File: src/rtl/rls_pkg.sv
package rls_pkg;
  localparam int NUM_LINES = 8;
  localparam int NUM_SLOTS = 4;
  localparam int STEP_W    = 7;
  localparam int SETNUM_W  = 4;
  localparam int ID_W      = 8;

  // setting packet layout
  localparam int PAT_LSB   = 0;
  localparam int STEP_LSB  = PAT_LSB + NUM_LINES;
  localparam int LBC_BIT   = STEP_LSB + STEP_W;
  localparam int SET_LSB   = LBC_BIT + 1;
  localparam int PKT_W     = SET_LSB + SETNUM_W;

  localparam int IDX_W     = $clog2(NUM_SLOTS);

  typedef struct packed {
    logic [SETNUM_W-1:0]  setnum;
    logic                 lbc;
    logic [STEP_W-1:0]    step;
    logic [NUM_LINES-1:0] pat;
  } slot_cfg_t;

  typedef enum logic [1:0] {
    SEQ_IDLE = 2'd0,
    SEQ_RUN  = 2'd1,
    SEQ_DONE = 2'd2
  } seq_state_e;
endpackage

File: src/rtl/rls_cfg_bank.sv
module rls_cfg_bank
  import rls_pkg::*;
#(
  parameter logic [ID_W-1:0] ID_FORCE     = 8'h0F,
  parameter logic [ID_W-1:0] ID_SLOT_BASE = 8'h16
) (
  input  logic                 clk_i,
  input  logic                 rst_ni,
  input  logic                 wr_i,
  input  logic [ID_W-1:0]      id_i,
  input  logic [PKT_W-1:0]     data_i,
  output slot_cfg_t            slot_o [NUM_SLOTS],
  output logic [NUM_LINES-1:0] force_en_o,
  output logic [NUM_LINES-1:0] force_lvl_o
);

  localparam slot_cfg_t SLOT_RST = '{setnum: '0, lbc: 1'b0,
                                     step: STEP_W'(1), pat: '0};

  slot_cfg_t pkt_slot;
  assign pkt_slot.setnum = data_i[SET_LSB +: SETNUM_W];
  assign pkt_slot.lbc    = data_i[LBC_BIT];
  assign pkt_slot.step   = data_i[STEP_LSB +: STEP_W];
  assign pkt_slot.pat    = data_i[PAT_LSB +: NUM_LINES];

  for (genvar n = 0; n < NUM_SLOTS; n++) begin : g_slot
    logic hit;
    assign hit = wr_i && (id_i == ID_W'(ID_SLOT_BASE + n));
    always_ff @(posedge clk_i or negedge rst_ni) begin
      if (!rst_ni)  slot_o[n] <= SLOT_RST;
      else if (hit) slot_o[n] <= pkt_slot;
    end
  end

  logic force_hit;
  assign force_hit = wr_i && (id_i == ID_FORCE);

  for (genvar k = 0; k < NUM_LINES; k++) begin : g_force
    always_ff @(posedge clk_i or negedge rst_ni) begin
      if (!rst_ni) begin
        force_en_o[k]  <= 1'b0;
        force_lvl_o[k] <= 1'b0;
      end else if (force_hit) begin
        force_en_o[k]  <= data_i[2*k+1];
        force_lvl_o[k] <= data_i[2*k];
      end
    end
  end

endmodule

File: src/rtl/rls_step_timer.sv
module rls_step_timer #(
  parameter int W = 7
) (
  input  logic         clk_i,
  input  logic         rst_ni,
  input  logic         load_i,
  input  logic [W-1:0] load_val_i,
  input  logic         tick_i,
  output logic         expire_o,
  output logic [W-1:0] cnt_o
);

  logic [W-1:0] cnt_q;

  always_ff @(posedge clk_i or negedge rst_ni) begin
    if (!rst_ni)                    cnt_q <= '0;
    else if (load_i)                cnt_q <= (load_val_i == '0) ? W'(1) : load_val_i;
    else if (tick_i && cnt_q > W'(1)) cnt_q <= cnt_q - W'(1);
  end

  assign expire_o = tick_i && (cnt_q == W'(1));
  assign cnt_o    = cnt_q;

endmodule

File: src/rtl/rls_seq_ctrl.sv
module rls_seq_ctrl
  import rls_pkg::*;
(
  input  logic                 clk_i,
  input  logic                 rst_ni,
  input  logic                 decode_en_i,
  input  logic                 lowbat_i,
  input  logic                 expire_i,
  input  slot_cfg_t            slot_i [NUM_SLOTS],
  output logic                 load_o,
  output logic [STEP_W-1:0]    load_val_o,
  output logic                 run_o,
  output logic [NUM_LINES-1:0] pat_o,
  output logic [SETNUM_W-1:0]  setnum_o,
  output logic                 done_o,
  output logic                 lowbat_o
);

  localparam logic [IDX_W-1:0] LAST = IDX_W'(NUM_SLOTS - 1);

  seq_state_e       state_q;
  logic [IDX_W-1:0] idx_q, idx_nxt;
  slot_cfg_t        act_q;
  logic             lowbat_q;
  logic             start, advance, finish;

  assign idx_nxt = (idx_q == LAST) ? idx_q : idx_q + IDX_W'(1);
  assign start   = decode_en_i && (state_q == SEQ_IDLE);
  assign advance = decode_en_i && (state_q == SEQ_RUN) && expire_i && (idx_q != LAST);
  assign finish  = decode_en_i && (state_q == SEQ_RUN) && expire_i && (idx_q == LAST);

  always_ff @(posedge clk_i or negedge rst_ni) begin
    if (!rst_ni) begin
      state_q  <= SEQ_IDLE;
      idx_q    <= '0;
      act_q    <= '0;
      lowbat_q <= 1'b0;
    end else if (!decode_en_i) begin
      state_q <= SEQ_IDLE;
      idx_q   <= '0;
      act_q   <= '0;
    end else begin
      if (start) begin
        state_q <= SEQ_RUN;
        idx_q   <= '0;
        act_q   <= slot_i[0];
      end
      if ((advance || finish) && act_q.lbc) lowbat_q <= lowbat_i;
      if (advance) begin
        idx_q <= idx_nxt;
        act_q <= slot_i[idx_nxt];
      end
      if (finish) state_q <= SEQ_DONE;
    end
  end

  assign load_o     = start || advance;
  assign load_val_o = start ? slot_i[0].step : slot_i[idx_nxt].step;
  assign run_o      = (state_q == SEQ_RUN);
  assign pat_o      = act_q.pat;
  assign setnum_o   = act_q.setnum;
  assign done_o     = (state_q == SEQ_DONE);
  assign lowbat_o   = lowbat_q;

endmodule

File: src/rtl/rls_line_drive.sv
module rls_line_drive
  import rls_pkg::*;
(
  input  logic                 clk_i,
  input  logic                 rst_ni,
  input  logic [NUM_LINES-1:0] seq_pat_i,
  input  logic [NUM_LINES-1:0] force_en_i,
  input  logic [NUM_LINES-1:0] force_lvl_i,
  output logic [NUM_LINES-1:0] line_o,
  output logic                 line_oe_o
);

  logic oe_q;

  always_ff @(posedge clk_i or negedge rst_ni) begin
    if (!rst_ni) oe_q <= 1'b0;
    else         oe_q <= 1'b1;
  end

  for (genvar k = 0; k < NUM_LINES; k++) begin : g_line
    assign line_o[k] = force_en_i[k] ? force_lvl_i[k] : seq_pat_i[k];
  end

  assign line_oe_o = oe_q;

endmodule

File: src/rtl/rx_line_sequencer.sv
module rx_line_sequencer
  import rls_pkg::*;
#(
  parameter logic [ID_W-1:0] ID_FORCE     = 8'h0F,
  parameter logic [ID_W-1:0] ID_SLOT_BASE = 8'h16
) (
  input  logic                 clk_i,
  input  logic                 rst_ni,
  input  logic                 pkt_valid_i,
  input  logic [ID_W-1:0]      pkt_id_i,
  input  logic [PKT_W-1:0]     pkt_data_i,
  input  logic                 decode_en_i,
  input  logic                 lowbat_i,
  input  logic                 tick_i,
  output logic [NUM_LINES-1:0] line_o,
  output logic                 line_oe_o,
  output logic [SETNUM_W-1:0]  setting_o,
  output logic                 lowbat_o,
  output logic                 warm_done_o
);

  slot_cfg_t            slot_cfg [NUM_SLOTS];
  logic [NUM_LINES-1:0] force_en, force_lvl, seq_pat;
  logic                 seq_run, tmr_load, tmr_expire;
  logic [STEP_W-1:0]    tmr_load_val, step_cnt;

  rls_cfg_bank #(
    .ID_FORCE    (ID_FORCE),
    .ID_SLOT_BASE(ID_SLOT_BASE)
  ) i_cfg (
    .clk_i      (clk_i),
    .rst_ni     (rst_ni),
    .wr_i       (pkt_valid_i),
    .id_i       (pkt_id_i),
    .data_i     (pkt_data_i),
    .slot_o     (slot_cfg),
    .force_en_o (force_en),
    .force_lvl_o(force_lvl)
  );

  rls_step_timer #(.W(STEP_W)) i_tmr (
    .clk_i     (clk_i),
    .rst_ni    (rst_ni),
    .load_i    (tmr_load),
    .load_val_i(tmr_load_val),
    .tick_i    (tick_i && seq_run),
    .expire_o  (tmr_expire),
    .cnt_o     (step_cnt)
  );

  rls_seq_ctrl i_ctrl (
    .clk_i      (clk_i),
    .rst_ni     (rst_ni),
    .decode_en_i(decode_en_i),
    .lowbat_i   (lowbat_i),
    .expire_i   (tmr_expire),
    .slot_i     (slot_cfg),
    .load_o     (tmr_load),
    .load_val_o (tmr_load_val),
    .run_o      (seq_run),
    .pat_o      (seq_pat),
    .setnum_o   (setting_o),
    .done_o     (warm_done_o),
    .lowbat_o   (lowbat_o)
  );

  rls_line_drive i_drv (
    .clk_i      (clk_i),
    .rst_ni     (rst_ni),
    .seq_pat_i  (seq_pat),
    .force_en_i (force_en),
    .force_lvl_i(force_lvl),
    .line_o     (line_o),
    .line_oe_o  (line_oe_o)
  );

endmodule

File: config.mk
export PLATFORM = sky130hd
export DESIGN_NAME = rx_line_sequencer
export DESIGN_NICKNAME = d
export VERILOG_FILES = /design/src/rtl/rls_pkg.sv /design/src/rtl/rls_cfg_bank.sv /design/src/rtl/rls_step_timer.sv /design/src/rtl/rls_seq_ctrl.sv /design/src/rtl/rls_line_drive.sv /design/src/rtl/rx_line_sequencer.sv
export SDC_FILE = /design/constraint.sdc
export NUM_CORES = 1
export LEC_CHECK = 0
export BUFFER_PORTS_ARGS = -buffer_cell sky130_fd_sc_hd__buf_2
export CAP_MARGIN = 40
export CORE_MARGIN = 4
export CORE_UTILIZATION = 50
export CTS_BUF_LIST = sky130_fd_sc_hd__clkbuf_8
export DETAILED_ROUTE_END_ITERATION = 10
export PLACE_DENSITY = 0.73
export SLEW_MARGIN = 15
export SYNTH_ARGS = -nofsm -noshare
export SYNTH_HDL_FRONTEND = slang
export SYNTH_HIERARCHICAL = 1
export SYNTH_SLANG_ARGS = --single-unit
File: constraint.sdc
create_clock -name clk_i -period 2.91 [get_ports clk_i]
set_input_delay 0.582 -clock clk_i [delete_from_list [all_inputs] [get_ports clk_i]]
set_output_delay 0.582 -clock clk_i [all_outputs]
set_load 0.01 [all_outputs]
# Word level (Yosys, flattened, before mapping)
# Cells that the tools add are included.
[word_totals]
input_bits = 34
out_inout_bits = 15
reg_bits = 122
[op_classes]
add_sub_neg = 2
magnitude_cmp = 2
eq_ne = 12
bitwise = 1
n_reduce_logical = 20
mux = 25
[ops]
columns = ["cell", "count"]
rows = [
  ["$mux 20", 5],
  ["$bmux 20 s2", 1],
  ["$eq 8x5->1 const B", 4],
  ["$mux 7", 4],
  ["$logic_and 1x1->1", 14],
  ["$mux 2", 7],
  ["$eq 8x4->1 const B", 1],
  ["$mux 1", 8],
  ["$eq 7x1->1 const B", 1],
  ["$gt 7x1->1 const B", 1],
  ["$logic_not 7->1", 1],
  ["$sub 7x1->7 const B", 1],
  ["$ne 3x1->1 const B", 2],
  ["$eq 2x2->1 const B", 2],
  ["$ge 3x3->1 const B", 1],
  ["$not 2->3", 1],
  ["$add 2x1->2 const B", 1],
  ["$eq 2x1->1 const B", 1],
  ["$logic_not 2->1", 1],
  ["$logic_or 1x1->1", 2],
  ["$ne 2x2->1 const B", 1],
  ["$reduce_and 2->1", 1],
  ["$reduce_bool 2->1", 1],
]

# Depth between registers and ports, before layout
# Gate-level depths: netlist (run 1).
[logic_depth]
depth_word = 10
depth_mapped = 11
ltp_nobuf = 10

# Hierarchy
# The synthesis (run 1) kept the hierarchy.
[modules_own_cells]
columns = ["module", "seq_area_each_um2", "area_per_inst_um2", "n_inst", "cells_per_inst"]
rows = [
  ["rls_cfg_bank", 2407.3, 3707.3, 1, 212],
  ["rls_seq_ctrl", 450.4, 1531.5, 1, 170],
  ["rls_step_timer", 175.2, 483.0, 1, 56],
  ["rls_line_drive", 25.0, 148.9, 1, 10],
  ["rx_line_sequencer", 0.0, 6.3, 1, 1],
]

# Worst setup path after synthesis (run 1)
# OpenSTA, ideal clock, no wires.
[synth_timing]
path_kind = "input to register"
startpoint = "input pkt_id_i[5]"
endpoint = "register i_cfg/slot_o[40] (netlist bit)"
n_path_buf = 1
path_stages = 4
path_slack_ns = 0.712
arrival_time_ns = 2.073
cell_sequence = "or4b_4 > or4_4 > buf_6 > mux2_4"
[synth_between]
elab_chain_cells = 2
[synth_lines]
columns = ["item", "line", "text"]
rows = [
  ["start: declaration", "rx_line_sequencer.sv:10", "input logic [ID_W-1:0] pkt_id_i,"],
  ["$eq 8x5->1", "rls_cfg_bank.sv:28", "assign hit = wr_i && (id_i == ID_W'(ID_SLOT_BASE + n));"],
  ["$logic_and 1x1->1", "rls_cfg_bank.sv:28", ""],
  ["end signal: indexed assignment", "rls_cfg_bank.sv:31", "else if (hit) slot_o[n] <= pkt_slot;"],
  ["end: declaration", "rls_cfg_bank.sv:12", "output slot_cfg_t slot_o [NUM_SLOTS],"],
]
# Every way passes these cells.
# A chain may end at the register's enable or synchronous reset.

# Final worst setup path (run 1)
[layout_timing]
startpoint = "register i_ctrl.state_q[0]"
endpoint = "register i_tmr.cnt_q[1] (netlist: i_tmr/cnt_o[1])"
[layout_between]
elab_chain_cells = 7
elab_cells_between_ends = 15
[layout_lines]
columns = ["item", "line", "text"]
rows = [
  ["start: declaration", "rls_seq_ctrl.sv:21", "seq_state_e state_q;"],
  ["start signal: assignment", "rls_seq_ctrl.sv:34", "state_q <= SEQ_IDLE;"],
  ["start signal: assignment", "rls_seq_ctrl.sv:39", "state_q <= SEQ_IDLE;"],
  ["start signal: assignment", "rls_seq_ctrl.sv:44", "state_q <= SEQ_RUN;"],
  ["$eq 2x1->1 *", "rls_seq_ctrl.sv:59", "assign run_o = (state_q == SEQ_RUN);"],
  ["net seq_run", "rx_line_sequencer.sv:24", "logic seq_run, tmr_load, tmr_expire;"],
  ["$logic_and 1x1->1 *", "rx_line_sequencer.sv:46", ".tick_i (tick_i && seq_run),"],
  ["$logic_and 1x1->1 *", "rls_step_timer.sv:21", "assign expire_o = tick_i && (cnt_q == W'(1));"],
  ["net tmr_expire", "rx_line_sequencer.sv:24", ""],
  ["$logic_and 1x1->1 * (2 in series)", "rls_seq_ctrl.sv:29", "assign advance = decode_en_i && (state_q == SEQ_RUN) && expire_i && (idx_q != LAST);"],
  ["$logic_or 1x1->1 *", "rls_seq_ctrl.sv:57", "assign load_o = start || advance;"],
  ["net tmr_load", "rx_line_sequencer.sv:24", ""],
  ["$mux 7 or $reduce_bool 2->1 (tied branches)", "n/a", ""],
  ["end signal: assignment", "rls_step_timer.sv:17", "else if (load_i) cnt_q <= (load_val_i == '0) ? W'(1) : load_val_i;"],
  ["end signal: assignment", "rls_step_timer.sv:18", "else if (tick_i && cnt_q > W'(1)) cnt_q <= cnt_q - W'(1);"],
  ["end: declaration", "rls_step_timer.sv:13", "logic [W-1:0] cnt_q;"],
]
# Mark *: on every way through the listed nets, which the timed path passes. The rest lies on a longest branch.

==> impl_metrics.toml, run 1 <==
[run_status]
outcome = "finished clean"

[worst_setup_path]
rr_worst_depth = 10
start_kind = "flop"
cp_cell_sequence = "nor2b_1 -> and2_1 -> inv_1 -> nor2_1 -> nor2b_4 -> and3_1 -> a21o_1 -> nor2_1 -> o21ai_0 -> nand3_1"
critical_path_class = "flop to flop"
worst-path-max-fanout = 14
r2r_setup_slack_ns = 0.41
crit_buf_inv = 1
arrival_ns = 2.80
critPathCaptureType = "flop"
timing.rr.start = "i_ctrl/state_q[0]"
r2r_end = "i_tmr/cnt_o[1]"
cp.required_ns = 3.21
critPathSlowestCell = "dfrtp_1"
critical_path.max_stage_delay_ns = 0.55
cpMostUsedCell = "nor2_1"
critPathTopFamily = "simple AND/OR/NAND/NOR gates"

[layout]
finalNetCount = 524
layout_common_cells = "118 x dfrtp_1, 76 x mux2_2, 47 x buf_2"
drive_above_1_share_pct = 42.3
num_antenna_cells = 0
area_growth_pct = 11.7
final_common_cell = "dfrtp_1"

[logic_synthesis]
async_flop_share_pct = 100
yosysTopAreaCellShare_pct = 50.2
avgSynthCellArea_um2 = 13.1
synth-edff-count = 0
synthCells = 449
yosys_warnings = 6
synth_seq_area_share_pct = 52.0
synth_area_leaders = "dfrtp_1 50%, mux2_2 15%, mux2_4 7.4%, a211oi_1 3.3%, a221o_1 2.0%"
ys_ff_latch = 122
synth_ff_type = "dfrtp_1"
synth_nets = 485
syn_area_mm2 = 0.00588
synth_cell_type_count = 47
yosysTopAreaCell = "dfrtp_1"

[sta]
setup_violations = 0
hold_viol_final = 0
timing.final.ws_setup_ns = 0.409
drv_slew = 0
rsz0062_at_grt = "no"
tightestPinTransition_ns = 0.652
timing.final.crit_period_ns = 2.50
post-route-period-util_pct = 85.9
fmax_mhz = 400
fin_skew_ns = 0.0114
max_slew_margin_pct = 56.6
fin_tns_setup_ns = 0

[power]
p_per_area_mw_per_mm2 = 617
leakage_nw = 3.19
vdd_ir_drop_max_uv = 510

[detailed_routing]
routed_wl_um = 11500
drt_iter0_drc = 153
via_per_inst = 5.64
vias = 3633
wire_per_inst_um = 17.9
drc = 0
drtAntennaViolNets = 0
drt_first_pass_iters = 5

[floorplan]
die_h_um = 116
die-area_mm2 = 0.0136
start_util_pct = 51.2
coreArea_mm2 = 0.0115
fp.dieW_um = 116
io_pins = 49
rows = 39

[clock_network]
clk_latency_ns = 0.42
cts_buffers = 17
cts_resized = 0
path_clk_slew_ns = 0.07
cts_hold_buf = 0
htree_levels = 4
cts_root_buffer = "clkbuf_8"
post-cts-setup-buffers = 0
cts_tree = "yes"
clockBufferDepth = 2
cts_sinks = 122

[global_route]
grt_pass1_wl_um = 19400
grt_pass1_vias = 3735
grt_antenna_before_repair = 0
track_usage_pct = 18.7
grt_overflow = 0
grt_max_degree = 65

[job]
cap_violations = 0

[worst_hold_path]
hold_class = "input port to asynchronous set/reset pin"

[place]
gp_congestion = 0.768
dp.final_hpwl_um = 7740
portBuffers = 48
place_ws_ns = 0.414
cells in the mapped netlist, types with 3 or more instances:
cell type / count
o21ai_1: 6
buf_4: 14
nor3_2: 3
inv_1: 4
nand3b_1: 3
nor2_1: 15
nand3_1: 3
mux2_2: 76
dfstp_2: 4
nor2b_1: 15
nand2b_1: 13
buf_2: 13
o21ai_0: 9
mux2i_1: 10
mux2_4: 29
nor4_1: 3
a31oi_1: 3
a221o_1: 12
a21oi_1: 12
nor3_1: 3
buf_6: 10
nand2_1: 16
dfrtp_1: 118
a211oi_1: 26
flip-flops by register name (all words and copies together), names as in the netlist:
signal / flops
i_cfg/force_en_o: 8
i_cfg/force_lvl_o: 8
i_cfg/slot_o: 80
i_ctrl/act_q: 1
i_ctrl/idx_q: 2
i_ctrl/lowbat_o: 1
i_ctrl/pat_o: 8
i_ctrl/setnum_o: 4
i_ctrl/state_q: 2
i_drv/line_oe_o: 1
i_tmr/cnt_o: 7
kinds of logic (layout without fill, tap and decap cells):
family	Yosys count	count (layout)	share of synthesized area [%]
AO/OA/AOI/OAI	76	76	9.18
XOR/XNOR	2	2	0.298
adder cells (fa/ha/maj)	2	2	0.426
buffers and inverters	43	95	5.19
flip-flops	122	122	52.0
multiplexers	115	115	23.7
other	1	1	0.0638
AND/OR/NAND/NOR	88	88	9.13
per-stage QoR:
step / utilization [%] / hold slack (ns) / instance area, um^2 / total power, mW / instances
CTS: 57.2 / 0.0347 / 6560 / 4.09 / 644
global route: 57.2 / 0.0306 / 6560 / 4.24 / 644
global placement: 53.3 / 0.484 / 6110 / 2.36 / 612
detailed placement: 53.3 / 0.485 / 6110 / 2.39 / 612
floorplan: - / 0.286 / 5880 / 2.24 / 449
finish: 57.2 / 0.0437 / 6560 / 4.05 / 644
where the power goes:
part           switching, mW  internal (mW)
Combinational          0.262          0.215
Sequential            0.0875           1.80
Clock                  0.652           1.03
Total                   1.00           3.05
area by class of cell:
cell class	count	area [um^2]
Inverter	5	18.8
Timing Repair Buffer	58	330
Sequential cell	122	3060
Clock buffer	18	248
Fill cell	931	4900
Clock inverter	14	204
Multi-Input combinational cell	284	2520
Tap cell	143	179
metal layers:
metal / up-vias / track usage (%) / wire length (um)
met5: - / 0 / 0
met2: 61 / 31.0 / 5900
li1: 1695 / - / -
met4: 0 / 6.19 / 105
met3: 9 / 4.04 / 490
met1: 1868 / 24.7 / 5050
worst max path at each step:
stage	startpoint	to	slack (ns)	cells after the start
after CTS	i_ctrl/state_q[0]	i_tmr/cnt_o[1]	0.44	10
final	i_ctrl/state_q[0]	i_tmr/cnt_o[1]	0.41	10
after detailed placement	pkt_id_i[5]	i_cfg/slot_o[41]	0.41	4
after global placement	pkt_id_i[5]	i_cfg/slot_o[42]	0.45	4
after global routing	i_ctrl/state_q[0]	i_tmr/cnt_o[1]	0.19	10
after floorplan	pkt_id_i[5]	i_cfg/slot_o[40]	0.71	4
(Power assumes the default switching activity.)
==> run 2, diff against run 1 <==
--- a/config.mk
+++ b/config.mk
@@ -9,7 +9,6 @@
 export CAP_MARGIN = 40
 export CORE_MARGIN = 4
 export CORE_UTILIZATION = 50
-export CTS_BUF_LIST = sky130_fd_sc_hd__clkbuf_8
 export DETAILED_ROUTE_END_ITERATION = 10
 export PLACE_DENSITY = 0.73
 export SLEW_MARGIN = 15
==> impl_metrics.toml, run 2 (synthesized netlist as in run 1, its figures left out) <==
[run_status]
outcome = "finished clean"

[detailed_routing]
drc = 0
routed_wl_um = 12100
drt_iter0_drc = 177
drtAntennaViolNets = 0
via_per_inst = 5.69
wire_per_inst_um = 18.7
drt_first_pass_iters = 5
vias = 3665

[sta]
setup_violations = 0
hold_viol_final = 0
drv_slew = 0
fin_tns_setup_ns = 0
max_slew_margin_pct = 56.6
hold_ws_ns = 0.0643
tightestPinTransition_ns = 0.652
fmax_mhz = 400
rsz0062_at_grt = "no"
post-route-period-util_pct = 85.9
timing.final.crit_period_ns = 2.50
fin_skew_ns = 0.00944

[power]
switching_power_mw = 1.09
clock_power_share_pct = 49.0
p_per_area_mw_per_mm2 = 688
power_mw = 4.64
p_comb_share_pct = 10.3
p_int_mw = 3.55
leakage_nw = 3.27
vdd_ir_drop_max_uv = 587
sw_frac_of_total_pct = 23.5
p_seq_share_pct = 40.7

[global_route]
grt_pass1_vias = 3836
grt_antenna_before_repair = 0
grt_pass1_wl_um = 20000
grt_overflow = 0
grt_max_degree = 65
track_usage_pct = 19.4

[floorplan]
die_h_um = 116
io_pins = 49
fp.dieW_um = 116
coreArea_mm2 = 0.0115
rows = 39
die-area_mm2 = 0.0136
start_util_pct = 51.2

[worst_setup_path]
timing.rr.start = "i_ctrl/state_q[0]"
r2r_setup_slack_ns = 0.41
cp_cell_sequence = "nor2b_1 -> and2_1 -> inv_1 -> nor2_1 -> nor2b_4 -> and3_1 -> a21o_1 -> nor2_1 -> o21ai_0 -> nand3_1"
critPathSlowestCell = "dfrtp_1"
critical_path.max_stage_delay_ns = 0.54
critPathLaunch = "i_ctrl/state_q[0]"
crit_buf_inv = 1
worst-path-max-fanout = 14
critical_path_class = "flop to flop"
critPathTopFamily = "simple AND/OR/NAND/NOR gates"
start_kind = "flop"
arrival_ns = 2.77
cpMostUsedCell = "nor2_1"
critPathCaptureType = "flop"
cp.required_ns = 3.19

[layout]
final_area_mm2 = 0.00675
largest_reg_flops = 80
layout_common_cells = "118 x dfrtp_1, 76 x mux2_2, 47 x buf_2"
seq_area_mm2 = 0.00306
fillers = 909
num_antenna_cells = 0
regMostFlops = "i_cfg/slot_o"
multi_input_area_mm2 = 0.00252
area_growth_pct = 14.9
finalNetCount = 524
drive_above_1_share_pct = 42.3
final_common_cell = "dfrtp_1"

[job]
cap_violations = 0

[worst_hold_path]
hold_class = "input port to asynchronous set/reset pin"

[clock_network]
clockBufferDepth = 2
cts_sinks = 122
post-cts-setup-buffers = 0
cts_tree = "yes"
cts_buffers = 17
clk_latency_ns = 0.40
htree_levels = 4
path_clk_slew_ns = 0.06
cts_hold_buf = 0
cts_root_buffer = "clkbuf_16"
cts_resized = 0

[place]
gp_congestion = 0.768
dp.final_hpwl_um = 7740
portBuffers = 48
post_dp_cell_area_mm2 = 0.00611
## run 2: cell types whose count changed in the layout (fill, tap and decap cells not counted), sizes merged
cell / change
inv: -2
clkbuf: +2
## run 2: power by group through the flow
| stage | logic [mW] | registers (mW) | clock network [mW] |
|---|---|---|---|
| 6_report | 0.480 | 1.89 | 2.27 |
| 5_1_grt | 0.532 | 1.90 | 2.38 |
| 4_1_cts | 0.482 | 1.89 | 2.31 |
| 3_5_place_dp | 0.476 | 1.92 | 0 |
| 3_3_place_gp | 0.456 | 1.91 | 0 |
| 2_1_floorplan | 0.352 | 1.89 | 0 |
## run 2: metrics by stage
| step | std cells | worst slack [ns] | util, % |
|---|---|---|---|
| final | 644 | 0.412 | 58.9 |
| after global routing | 644 | 0.189 | 58.9 |
| after CTS | 644 | 0.442 | 58.9 |
| after detailed placement | 612 | 0.414 | 53.3 |
| after global placement | 612 | 0.453 | 53.3 |
| after floorplan | 449 | 0.712 | - |
## run 2: routing by layer
layer | up-vias | track usage, % | part of all wire [%]
met5 | - | 0 | 0
li1 | 1697 | - | -
met1 | 1885 | 25.1 | 43
met3 | 11 | 4.82 | 4.5
met2 | 72 | 32.7 | 51
met4 | 0 | 5.03 | 0.96
## run 2: path summary, 6_finish.rpt
path                                              to  cells after the start
max in group asynchronous           i_cfg/slot_o[68]                      2
worst max-delay path                  i_tmr/cnt_o[1]                     10
worst min-delay path            i_cfg/force_lvl_o[1]                      1
worst min register to register      i_cfg/slot_o[15]                      1
min in group clk_i                   i_ctrl/lowbat_o                      2
worst max register to register        i_tmr/cnt_o[1]                     10
## run 2: final cells by class
type / count / share of cell area, %
Clock buffer: 20 / 6.61
Clock inverter: 12 / 2.91
Inverter: 5 / 0.278
Multi-Input combinational cell: 284 / 37.4
Sequential cell: 122 / 45.3
Tap cell: 143 / 2.65
Timing Repair Buffer: 58 / 4.89
